**config.mk**
```make
export PLATFORM = sky130hd
export DESIGN_NAME = pm_evt_sci
export DESIGN_NICKNAME = d
export VERILOG_FILES = /design/src/rtl/pm_evt_pkg.sv /design/src/rtl/pm_cfg_regs.sv /design/src/rtl/pm_win_decode.sv /design/src/rtl/pm_tmr.sv /design/src/rtl/pm1_evt_regs.sv /design/src/rtl/pm_evt_sci.sv
export SDC_FILE = /design/constraint.sdc
export NUM_CORES = 1
export LEC_CHECK = 0
export ABC_AREA = 0
export BUFFER_PORTS_ARGS = -buffer_cell sky130_fd_sc_hd__clkbuf_2
export CORE_ASPECT_RATIO = 1.2
export CORE_MARGIN = 2
export CORE_UTILIZATION = 60
export CTS_CLUSTER_DIAMETER = 40
export DETAILED_ROUTE_END_ITERATION = 10
export PLACE_DENSITY = 0.84
export SYNTH_ARGS = -nofsm -noshare
export SYNTH_HDL_FRONTEND = slang
export SYNTH_SLANG_ARGS = --single-unit
```
**constraint.sdc**
```tcl
create_clock -name clk -period 4.8 [get_ports clk]
set_input_delay 0.96 -clock clk [delete_from_list [all_inputs] [get_ports clk]]
set_output_delay 0.96 -clock clk [all_outputs]
set_load 0.03 [all_outputs]
```
**src/rtl/pm_evt_pkg.sv**
```systemverilog
package pm_evt_pkg;
  localparam int PM1_W = 16;

  // Bit positions of the four interrupt-qualified sources
  localparam int BIT_TMR = 0;
  localparam int BIT_GBL = 5;
  localparam int BIT_PWR = 8;
  localparam int BIT_RTC = 10;

  localparam logic [PM1_W-1:0] SCI_MASK =
    (PM1_W'(1) << BIT_TMR) | (PM1_W'(1) << BIT_GBL) |
    (PM1_W'(1) << BIT_PWR) | (PM1_W'(1) << BIT_RTC);

  // Word indices inside the window (byte offset / 2)
  localparam int WI_STS = 0;
  localparam int WI_EN  = 1;
  localparam int WI_TLO = 4;
  localparam int WI_THI = 5;

  // Configuration dword addresses
  localparam logic [7:0] CA_CMD  = 8'h04;
  localparam logic [7:0] CA_BASE = 8'h40;
  localparam logic [7:0] CA_IOB2 = 8'h48;
  localparam logic [7:0] CA_WCTL = 8'h80;

  localparam logic [31:0] RST_IOB2 = 32'h0000_0001;
  localparam logic [15:0] MISS_DATA = 16'hFFFF;
endpackage

```
**src/rtl/pm_cfg_regs.sv**
```systemverilog
module pm_cfg_regs
  import pm_evt_pkg::*;
#(
  parameter int CFG_AW = 8,
  parameter int IO_AW  = 16,
  parameter int WIN_AW = 6,
  localparam int SEL_W = IO_AW - WIN_AW
) (
  input  logic              clk,
  input  logic              rst,
  input  logic              cfg_wr,
  input  logic              cfg_rd,
  input  logic [CFG_AW-1:0] cfg_addr,
  input  logic [31:0]       cfg_wdata,
  output logic [31:0]       cfg_rdata,
  output logic [SEL_W-1:0]  base_sel,
  output logic              win_en
);
  logic [31:0] cmd_q, base_q, iob2_q;
  logic [7:0]  wctl_q;

  always_ff @(posedge clk) begin
    if (rst) begin
      cmd_q  <= '0;
      base_q <= '0;
      iob2_q <= RST_IOB2;
      wctl_q <= '0;
    end else if (cfg_wr) begin
      if (cfg_addr == CFG_AW'(CA_CMD))  cmd_q  <= cfg_wdata;
      if (cfg_addr == CFG_AW'(CA_BASE)) base_q <= cfg_wdata;
      if (cfg_addr == CFG_AW'(CA_IOB2)) iob2_q <= cfg_wdata;
      if (cfg_addr == CFG_AW'(CA_WCTL)) wctl_q <= cfg_wdata[7:0];
    end
  end

  always_ff @(posedge clk) begin
    if (rst) begin
      cfg_rdata <= '0;
    end else if (cfg_rd) begin
      if (cfg_addr == CFG_AW'(CA_CMD))       cfg_rdata <= cmd_q;
      else if (cfg_addr == CFG_AW'(CA_BASE)) cfg_rdata <= base_q;
      else if (cfg_addr == CFG_AW'(CA_IOB2)) cfg_rdata <= iob2_q;
      else if (cfg_addr == CFG_AW'(CA_WCTL)) cfg_rdata <= {24'h0, wctl_q};
      else                                   cfg_rdata <= '0;
    end
  end

  assign base_sel = base_q[IO_AW-1:WIN_AW];
  assign win_en   = wctl_q[0];
endmodule

```
**src/rtl/pm_win_decode.sv**
```systemverilog
module pm_win_decode #(
  parameter int IO_AW  = 16,
  parameter int WIN_AW = 6,
  localparam int SEL_W = IO_AW - WIN_AW,
  localparam int OFW   = WIN_AW - 1
) (
  input  logic [IO_AW-1:0] io_addr,
  input  logic [SEL_W-1:0] base_sel,
  input  logic             win_en,
  output logic             hit,
  output logic [OFW-1:0]   word_ofs
);
  logic unused_lsb;
  assign unused_lsb = io_addr[0];
  assign hit      = win_en && (io_addr[IO_AW-1:WIN_AW] == base_sel);
  assign word_ofs = io_addr[WIN_AW-1:1];
endmodule

```
**src/rtl/pm_tmr.sv**
```systemverilog
module pm_tmr #(
  parameter int TMR_W = 24
) (
  input  logic             clk,
  input  logic             rst,
  output logic [TMR_W-1:0] count,
  output logic             msb_flip
);
  logic msb_prev_q;

  always_ff @(posedge clk) begin
    if (rst) begin
      count      <= '0;
      msb_prev_q <= 1'b0;
    end else begin
      count      <= count + TMR_W'(1);
      msb_prev_q <= count[TMR_W-1];
    end
  end

  assign msb_flip = count[TMR_W-1] ^ msb_prev_q;
endmodule

```
**src/rtl/pm1_evt_regs.sv**
```systemverilog
module pm1_evt_regs
  import pm_evt_pkg::*;
(
  input  logic             clk,
  input  logic             rst,
  input  logic             wr_sts,
  input  logic             wr_en,
  input  logic [PM1_W-1:0] wdata,
  input  logic [PM1_W-1:0] ev_set,
  output logic [PM1_W-1:0] sts_q,
  output logic [PM1_W-1:0] en_q,
  output logic             sci,
  output logic             tmr_arm
);
  logic [PM1_W-1:0] sts_d, en_d;

  for (genvar b = 0; b < PM1_W; b++) begin : g_sts
    // a set on the same edge as a clear is kept
    assign sts_d[b] = ev_set[b] | (sts_q[b] & ~(wr_sts & wdata[b]));
  end

  assign en_d = wr_en ? wdata : en_q;

  always_ff @(posedge clk) begin
    if (rst) begin
      sts_q   <= '0;
      en_q    <= '0;
      sci     <= 1'b0;
      tmr_arm <= 1'b0;
    end else begin
      sts_q   <= sts_d;
      en_q    <= en_d;
      sci     <= |(sts_d & en_d & SCI_MASK);
      tmr_arm <= en_d[BIT_TMR] & ~sts_d[BIT_TMR];
    end
  end
endmodule

```
**src/rtl/pm_evt_sci.sv**
```systemverilog
module pm_evt_sci
  import pm_evt_pkg::*;
#(
  parameter int CFG_AW = 8,
  parameter int IO_AW  = 16,
  parameter int WIN_AW = 6,
  parameter int TMR_W  = 24
) (
  input  logic              clk,
  input  logic              rst,
  input  logic              cfg_wr,
  input  logic              cfg_rd,
  input  logic [CFG_AW-1:0] cfg_addr,
  input  logic [31:0]       cfg_wdata,
  output logic [31:0]       cfg_rdata,
  input  logic              io_wr,
  input  logic              io_rd,
  input  logic [IO_AW-1:0]  io_addr,
  input  logic [15:0]       io_wdata,
  output logic [15:0]       io_rdata,
  input  logic [15:0]       ev_in,
  output logic              sci,
  output logic              tmr_arm
);
  localparam int SEL_W = IO_AW - WIN_AW;
  localparam int OFW   = WIN_AW - 1;

  logic [SEL_W-1:0] base_sel;
  logic             win_en, win_hit;
  logic [OFW-1:0]   word_ofs;
  logic [TMR_W-1:0] tmr_cnt;
  logic             tmr_flip;
  logic [PM1_W-1:0] sts_q, en_q, ev_set;
  logic [31:0]      tmr_ext;
  logic             wr_sts, wr_en;

  pm_cfg_regs #(.CFG_AW(CFG_AW), .IO_AW(IO_AW), .WIN_AW(WIN_AW)) u_cfg (
    .clk(clk), .rst(rst), .cfg_wr(cfg_wr), .cfg_rd(cfg_rd),
    .cfg_addr(cfg_addr), .cfg_wdata(cfg_wdata), .cfg_rdata(cfg_rdata),
    .base_sel(base_sel), .win_en(win_en)
  );

  pm_win_decode #(.IO_AW(IO_AW), .WIN_AW(WIN_AW)) u_dec (
    .io_addr(io_addr), .base_sel(base_sel), .win_en(win_en),
    .hit(win_hit), .word_ofs(word_ofs)
  );

  pm_tmr #(.TMR_W(TMR_W)) u_tmr (
    .clk(clk), .rst(rst), .count(tmr_cnt), .msb_flip(tmr_flip)
  );

  assign wr_sts = io_wr && win_hit && (word_ofs == OFW'(WI_STS));
  assign wr_en  = io_wr && win_hit && (word_ofs == OFW'(WI_EN));
  assign ev_set = ev_in | (PM1_W'(tmr_flip) << BIT_TMR);

  pm1_evt_regs u_evt (
    .clk(clk), .rst(rst), .wr_sts(wr_sts), .wr_en(wr_en),
    .wdata(io_wdata), .ev_set(ev_set), .sts_q(sts_q), .en_q(en_q),
    .sci(sci), .tmr_arm(tmr_arm)
  );

  always_comb begin
    tmr_ext = '0;
    tmr_ext[TMR_W-1:0] = tmr_cnt;
  end

  always_ff @(posedge clk) begin
    if (rst) begin
      io_rdata <= MISS_DATA;
    end else if (io_rd) begin
      if (!win_hit)                          io_rdata <= MISS_DATA;
      else if (word_ofs == OFW'(WI_STS))     io_rdata <= sts_q;
      else if (word_ofs == OFW'(WI_EN))      io_rdata <= en_q;
      else if (word_ofs == OFW'(WI_TLO))     io_rdata <= tmr_ext[15:0];
      else if (word_ofs == OFW'(WI_THI))     io_rdata <= tmr_ext[31:16];
      else                                   io_rdata <= '0;
    end
  end
endmodule

```
==> results of run 1 <==
per-layer routing:
layer / vias up / global-route usage (%) / wire, um
li1: 3806 / - / -
met1: 3739 / 34.5 / 8640
met5: - / 0 / 0
met3: 65 / 4.79 / 1770
met2: 356 / 51.2 / 11500
met4: 0 / 16.0 / 971
cell families (layout without fill, tap and decap cells):
kind of cell / count (synthesis) / in the layout / synth area share, %
simple gates: 419 / 419 / 21.5
compound gates: 272 / 272 / 20.6
flops: 211 / 211 / 49.8
buf+inv: 85 / 210 / 4.45
xor+xnor: 28 / 28 / 2.89
mux: 4 / 4 / 0.590
fa+ha+maj: 1 / 1 / 0.147
power by group through the flow:
stage / Combinational [W] / Clock [W] / Sequential [W]
final: 0.000205 / 0.00189 / 0.00179
after detailed placement: 0.000201 / 0 / 0.00183
after global routing: 0.000221 / 0.00198 / 0.00180
after CTS: 0.000203 / 0.00191 / 0.00179
after floorplan: 0.0000882 / 0 / 0.00185
after global placement: 0.000199 / 0 / 0.00183
layout make-up:
cell class	count	area (um^2)	area share, %
tap	171	214	2.13
timing repair buffer	159	845	8.42
sequential	211	4220	42.1
clock buffer	35	673	6.71
inverter	6	22.5	0.225
multi-input combinational	724	3890	38.8
clock inverter	10	161	1.61
path summary, 6_finish.rpt:
check | end | slack, ns | cells past startpoint
max reg2reg | u_evt.sci$_SDFF_PP0_ | 2.25 | 6
min | u_cfg.iob2_q[19]$_SDFFE_PP0P_ | 0.45 | 2
max | u_cfg.base_q[14]$_SDFFE_PP0P_ | 1.84 | 7
min reg2reg | u_cfg.iob2_q[19]$_SDFFE_PP0P_ | 0.45 | 2
placed cells by master (no fill, tap or decap), types with 11 or more instances in the layout:
master,count
nor2_1,74
nand3_1,21
nand2_1,275
dfxtp_1,211
xnor2_1,15
clkbuf_2,141
xor2_1,13
clkbuf_16,25
a211oi_1,25
nand4_1,11
o21ai_0,12
a22oi_1,32
buf_4,17
a222oi_1,24
a21oi_1,141
worst max-delay path: stages:
cell and delay (ns):
clkbuf_2 0.11, or4b_4 0.58, nor3_4 0.54, and2_1 0.55, buf_4 0.37, nand2_1 0.11
a21oi_1 0.15
registers in the layout (all words and copies together), names as in the netlist, named ones only:
name              count
u_cfg.iob2_q         32
io_rdata             16
u_cfg.cmd_q          32
u_cfg.cfg_rdata      32
u_cfg.base_q         32
u_tmr.count          24
u_evt.sts_q          16
u_evt.sci             1
u_tmr.msb_prev_q      1
u_evt.en_q            9
u_evt.tmr_arm         1
u_cfg.wctl_q          8
through the flow:
stage,cell area [um^2],setup WS (ns),cells
final,10000,1.84,1316
after global routing,10000,1.75,1316
after CTS,10000,1.90,1316
after detailed placement,9200,1.38,1271
after global placement,9200,1.40,1271
after floorplan,8490,2.24,1020
==> results.json, run 1 <==
{
  "arrival_ns": 3.40,
  "wl_per_cell_um": 17.4,
  "hold_start": "u_cfg.iob2_q[19]$_SDFFE_PP0P_",
  "initial_core_util_pct": 61.4,
  "outcome": "finished clean",
  "tns_ns": 0,
  "ys.flop_type": "dfxtp_1",
  "final_core_util_pct": 72.6,
  "routed_wl_um": 22900,
  "dp_hpwl_um": 14600,
  "leakage_nw": 3.55,
  "synth-edff-count": 0,
  "antenna_violating_nets_post_route": 0,
  "antenna_found_initial": 1,
  "tightest_slew_ns": 1.01,
  "first_pass_iters": 6,
  "ctsResizeCount": 0,
  "skew_ns": 0.0158,
  "clock_sinks": 211,
  "num_vias": 7966,
  "power_w": 0.00389,
  "cp_max_fo": 21,
  "synth_top_area_cell": "dfxtp_1",
  "n_antenna_cell": 0,
  "clock_power_share_pct": 48.6,
  "die_area_mm2": 0.0151,
  "cts-root-buf": "clkbuf_16",
  "rsz0062_at_grt": "false",
  "drive_gt1_share_pct": 18.3,
  "cp_data_required_time_ns": 5.23,
  "synth_top_area_share_pct": 49.8,
  "routed_via_density": 6.05,
  "syn-cell-area_mm2": 0.00849,
  "cp-startpoint": "cfg_addr[2]",
  "switching_power_w": 0.000888,
  "p_seq_share_pct": 46.1,
  "gr-total-overflow": 0,
  "area.growth.synth_to_final_pct": 18.2,
  "grt_usage_pct": 29.4,
  "swShare_pct": 22.8,
  "r2r-start": "u_cfg.base_q[12]$_SDFFE_PP0P_",
  "clkLatencyLatePin_ns": 0.51,
  "fin_nets": 1222,
  "p_int_w": 0.00300,
  "clockBufferDepth": 3,
  "port_buffers": 142,
  "worstSetupPathType": "input pin to register",
  "cts_tree": "done",
  "comb_power_share_pct": 5.3,
  "maxSlewHeadroom_pct": 31.9,
  "netlist-cell-type-count": 50,
  "ir_drop_uv": 330,
  "fin_crit_ns": 2.96,
  "io_pins": 144,
  "hold_slack_ns": 0.455,
  "finalSetupViolCount": 0,
  "core-area_mm2": 0.0138,
  "avgSynthCellArea_um2": 8.32,
  "ys_ff_latch": 211,
  "drc": 0,
  "postCtsHoldBufs": 0,
  "crit_path_start_kind": "input pin",
  "ys_async_sr_fraction_pct": 0,
  "synth.most_common_cell": "nand2_1",
  "synthCells": 1020,
  "grt_pass1_wl_um": 36600,
  "yosysWarnings": 0,
  "drv_cap": 0,
  "slew_violations": 0,
  "p_per_area_mw_per_mm2": 388,
  "die_x_um": 113,
  "fmax_mhz": 338,
  "row_count": 47,
  "fill_cells": 1050,
  "synth-seq-area-share_pct": 49.8,
  "path_clk_slew_ns": 0.06,
  "synthTopCellsByCount": "275 x nand2_1, 211 x dfxtp_1, 141 x a21oi_1",
  "grt_pass1_vias": 7654,
  "cts_inserted_buffers": 25,
  "die_h_um": 134,
  "postCtsSetupBuffers": 0,
  "post-route-period-util_pct": 61.7,
  "critPathCaptureType": "register",
  "gp_congestion": 0.830,
  "hp-class": "register to register",
  "drt_iter0_markers": 930,
  "grt_max_degree": 92,
  "yosys-top-cells-area": "dfxtp_1 50%, nand2_1 12%, a21oi_1 8.3%",
  "cts_max_level": 1,
  "hold_violations": 0,
  "synth_fp_nets": 1115
}
Note: power is estimated with default switching activity, not from simulation.
==> run 2: changes to the inputs <==
--- a/config.mk
+++ b/config.mk
@@ -9,10 +9,10 @@
 export BUFFER_PORTS_ARGS = -buffer_cell sky130_fd_sc_hd__clkbuf_2
 export CORE_ASPECT_RATIO = 1.2
 export CORE_MARGIN = 2
-export CORE_UTILIZATION = 60
+export CORE_UTILIZATION = 56
 export CTS_CLUSTER_DIAMETER = 40
 export DETAILED_ROUTE_END_ITERATION = 10
-export PLACE_DENSITY = 0.84
+export PLACE_DENSITY = 0.8
 export SYNTH_ARGS = -nofsm -noshare
 export SYNTH_HDL_FRONTEND = slang
 export SYNTH_SLANG_ARGS = --single-unit
==> constraint.sdc (replaced) <==
create_clock -name clk -period 3.1 [get_ports clk]
set_input_delay 0.62 -clock clk [delete_from_list [all_inputs] [get_ports clk]]
set_output_delay 0.62 -clock clk [all_outputs]
set_load 0.03 [all_outputs]
==> results.json, run 2 (synthesis results as in run 1) <==
{
  "outcome": "finished clean",
  "cpLargestDelayFamily": "simple AND/OR/NAND/NOR gates",
  "clock_sinks": 211,
  "drc": 0,
  "gr-total-overflow": 0,
  "cp_max_fo": 5,
  "path_clk_slew_ns": 0.06,
  "worstPathCellList": "xnor2_1, nand4_1, or4_1, mux2i_1, o22a_1, o221ai_2",
  "cts-root-buf": "clkbuf_16",
  "critPathCaptureType": "register",
  "critPathSlowestCell": "or4_1",
  "port_buffers": 142,
  "r2r-start": "u_cfg.base_q[13]$_SDFFE_PP0P_",
  "postCtsSetupBuffers": 0,
  "antenna_violating_nets_post_route": 0,
  "cp_data_required_time_ns": 3.46,
  "first_pass_iters": 6,
  "placed_cell_area_mm2": 0.00935,
  "die_area_mm2": 0.0162,
  "critPathBufInv": 0,
  "cts_tree": "done",
  "design_area_mm2": 0.0102,
  "wl_per_cell_um": 17.0,
  "post-route-period-util_pct": 73.9,
  "drive_gt1_share_pct": 19.4,
  "r2r_setup_slack_ns": 0.81,
  "grt_pass1_vias": 7636,
  "layout_common_cells": "275 x nand2_1, 211 x dfxtp_1, 141 x a21oi_1, 141 x clkbuf_2, 74 x nor2_1",
  "initial_core_util_pct": 57.0,
  "cts_max_level": 1,
  "ctsResizeCount": 0,
  "ir_drop_uv": 390,
  "worstSetupPathType": "register to register",
  "skew_ns": 0.0126,
  "area.growth.synth_to_final_pct": 20.6,
  "finalSetupViolCount": 0,
  "postCtsHoldBufs": 0,
  "gp_congestion": 0.851,
  "slew_violations": 0,
  "die_h_um": 139,
  "dp_cells": 1316,
  "routed_wl_um": 23100,
  "leakage_nw": 3.64,
  "hp-class": "input pin to register",
  "hold_start": "ev_in[11]",
  "grt_usage_pct": 27.8,
  "routed_via_density": 5.85,
  "die_x_um": 116,
  "cpPeakStageDelay_ns": 0.73,
  "maxSlewHeadroom_pct": 44.6,
  "drt_iter0_markers": 969,
  "crit_path_start_kind": "register",
  "grt_pass1_wl_um": 36600,
  "clockBufferDepth": 3,
  "dp_hpwl_um": 15000,
  "fill_cells": 1200,
  "arrival_ns": 2.65,
  "tns_ns": 0,
  "fin_crit_ns": 2.29,
  "tightest_slew_ns": 0.831,
  "drv_cap": 0,
  "antenna_found_initial": 0,
  "final_core_util_pct": 68.7,
  "num_vias": 7956,
  "n_antenna_cell": 0,
  "hold_violations": 0,
  "row_count": 49,
  "p_per_area_mw_per_mm2": 606,
  "cp-startpoint": "u_cfg.base_q[13]$_SDFFE_PP0P_",
  "final_cells": 1361,
  "clkLatencyLatePin_ns": 0.51,
  "fmax_mhz": 437,
  "core-area_mm2": 0.0149,
  "fin_nets": 1234,
  "grt_max_degree": 192,
  "io_pins": 144,
  "cts_inserted_buffers": 25,
  "rsz0062_at_grt": "false",
  "layout_commonest_cell": "nand2_1"
}
run 2: cell count changes in the layout (fill, tap and decap cells not counted), sizes merged:
| cell | change |
|---|---|
| clkinvlp | +3 |
| clkinv | -1 |
| bufinv | +2 |
| buf | +12 |
| clkbuf | -3 |
| inv | -1 |
run 2: through the flow:
step / hold WS, ns / power (W) / worst slack, ns
after floorplan: 0.426 / 0.00301 / 0.879
after global placement: 0.440 / 0.00315 / 0.476
after detailed placement: 0.447 / 0.00315 / 0.450
after CTS: 0.309 / 0.00622 / 0.803
after global routing: 0.323 / 0.00636 / 0.651
final: 0.319 / 0.00620 / 0.811
run 2: routing by layer:
layer | GRT usage (%) | vias up | share of wire (%)
met5 | 0 | - | 0
met4 | 13.2 | 0 | 3.6
met1 | 32.4 | 3742 | 39
li1 | - | 3828 | -
met3 | 5.46 | 70 | 6.6
met2 | 48.2 | 316 | 50
run 2: worst reg2reg max path, stage by stage (launching register included):
cell      delay, ns
dfxtp_1        0.33
xnor2_1        0.26
nand4_1        0.22
or4_1          0.73
mux2i_1        0.30
o22a_1         0.21
o221ai_2       0.10
run 2: worst paths after layout:
path | endpoint | depth (start not counted)
hold reg to reg | u_cfg.cmd_q[19]$_SDFFE_PP0P_ | 2
setup reg to reg | u_evt.sci$_SDFF_PP0_ | 6
setup / recovery | u_evt.sci$_SDFF_PP0_ | 6
hold / removal | u_evt.sts_q[11]$_SDFF_PP0_ | 3
run 2: power breakdown:
part | leakage (nW) | internal, W | switching [W]
clock | 0.413 | 0.00196 | 0.00114
combinational | 1.51 | 0.000108 | 0.000210
sequential | 1.71 | 0.00275 | 0.0000260
total | 3.64 | 0.00482 | 0.00138
run 2: area by class of cell:
class	count	area [um^2]	area share [%]
clock inverter	13	214	2.09
multi-input combinational	724	3890	38.0
sequential	211	4220	41.3
tap	204	255	2.49
inverter	6	22.5	0.220
clock buffer	32	672	6.57
timing repair buffer	171	956	9.34
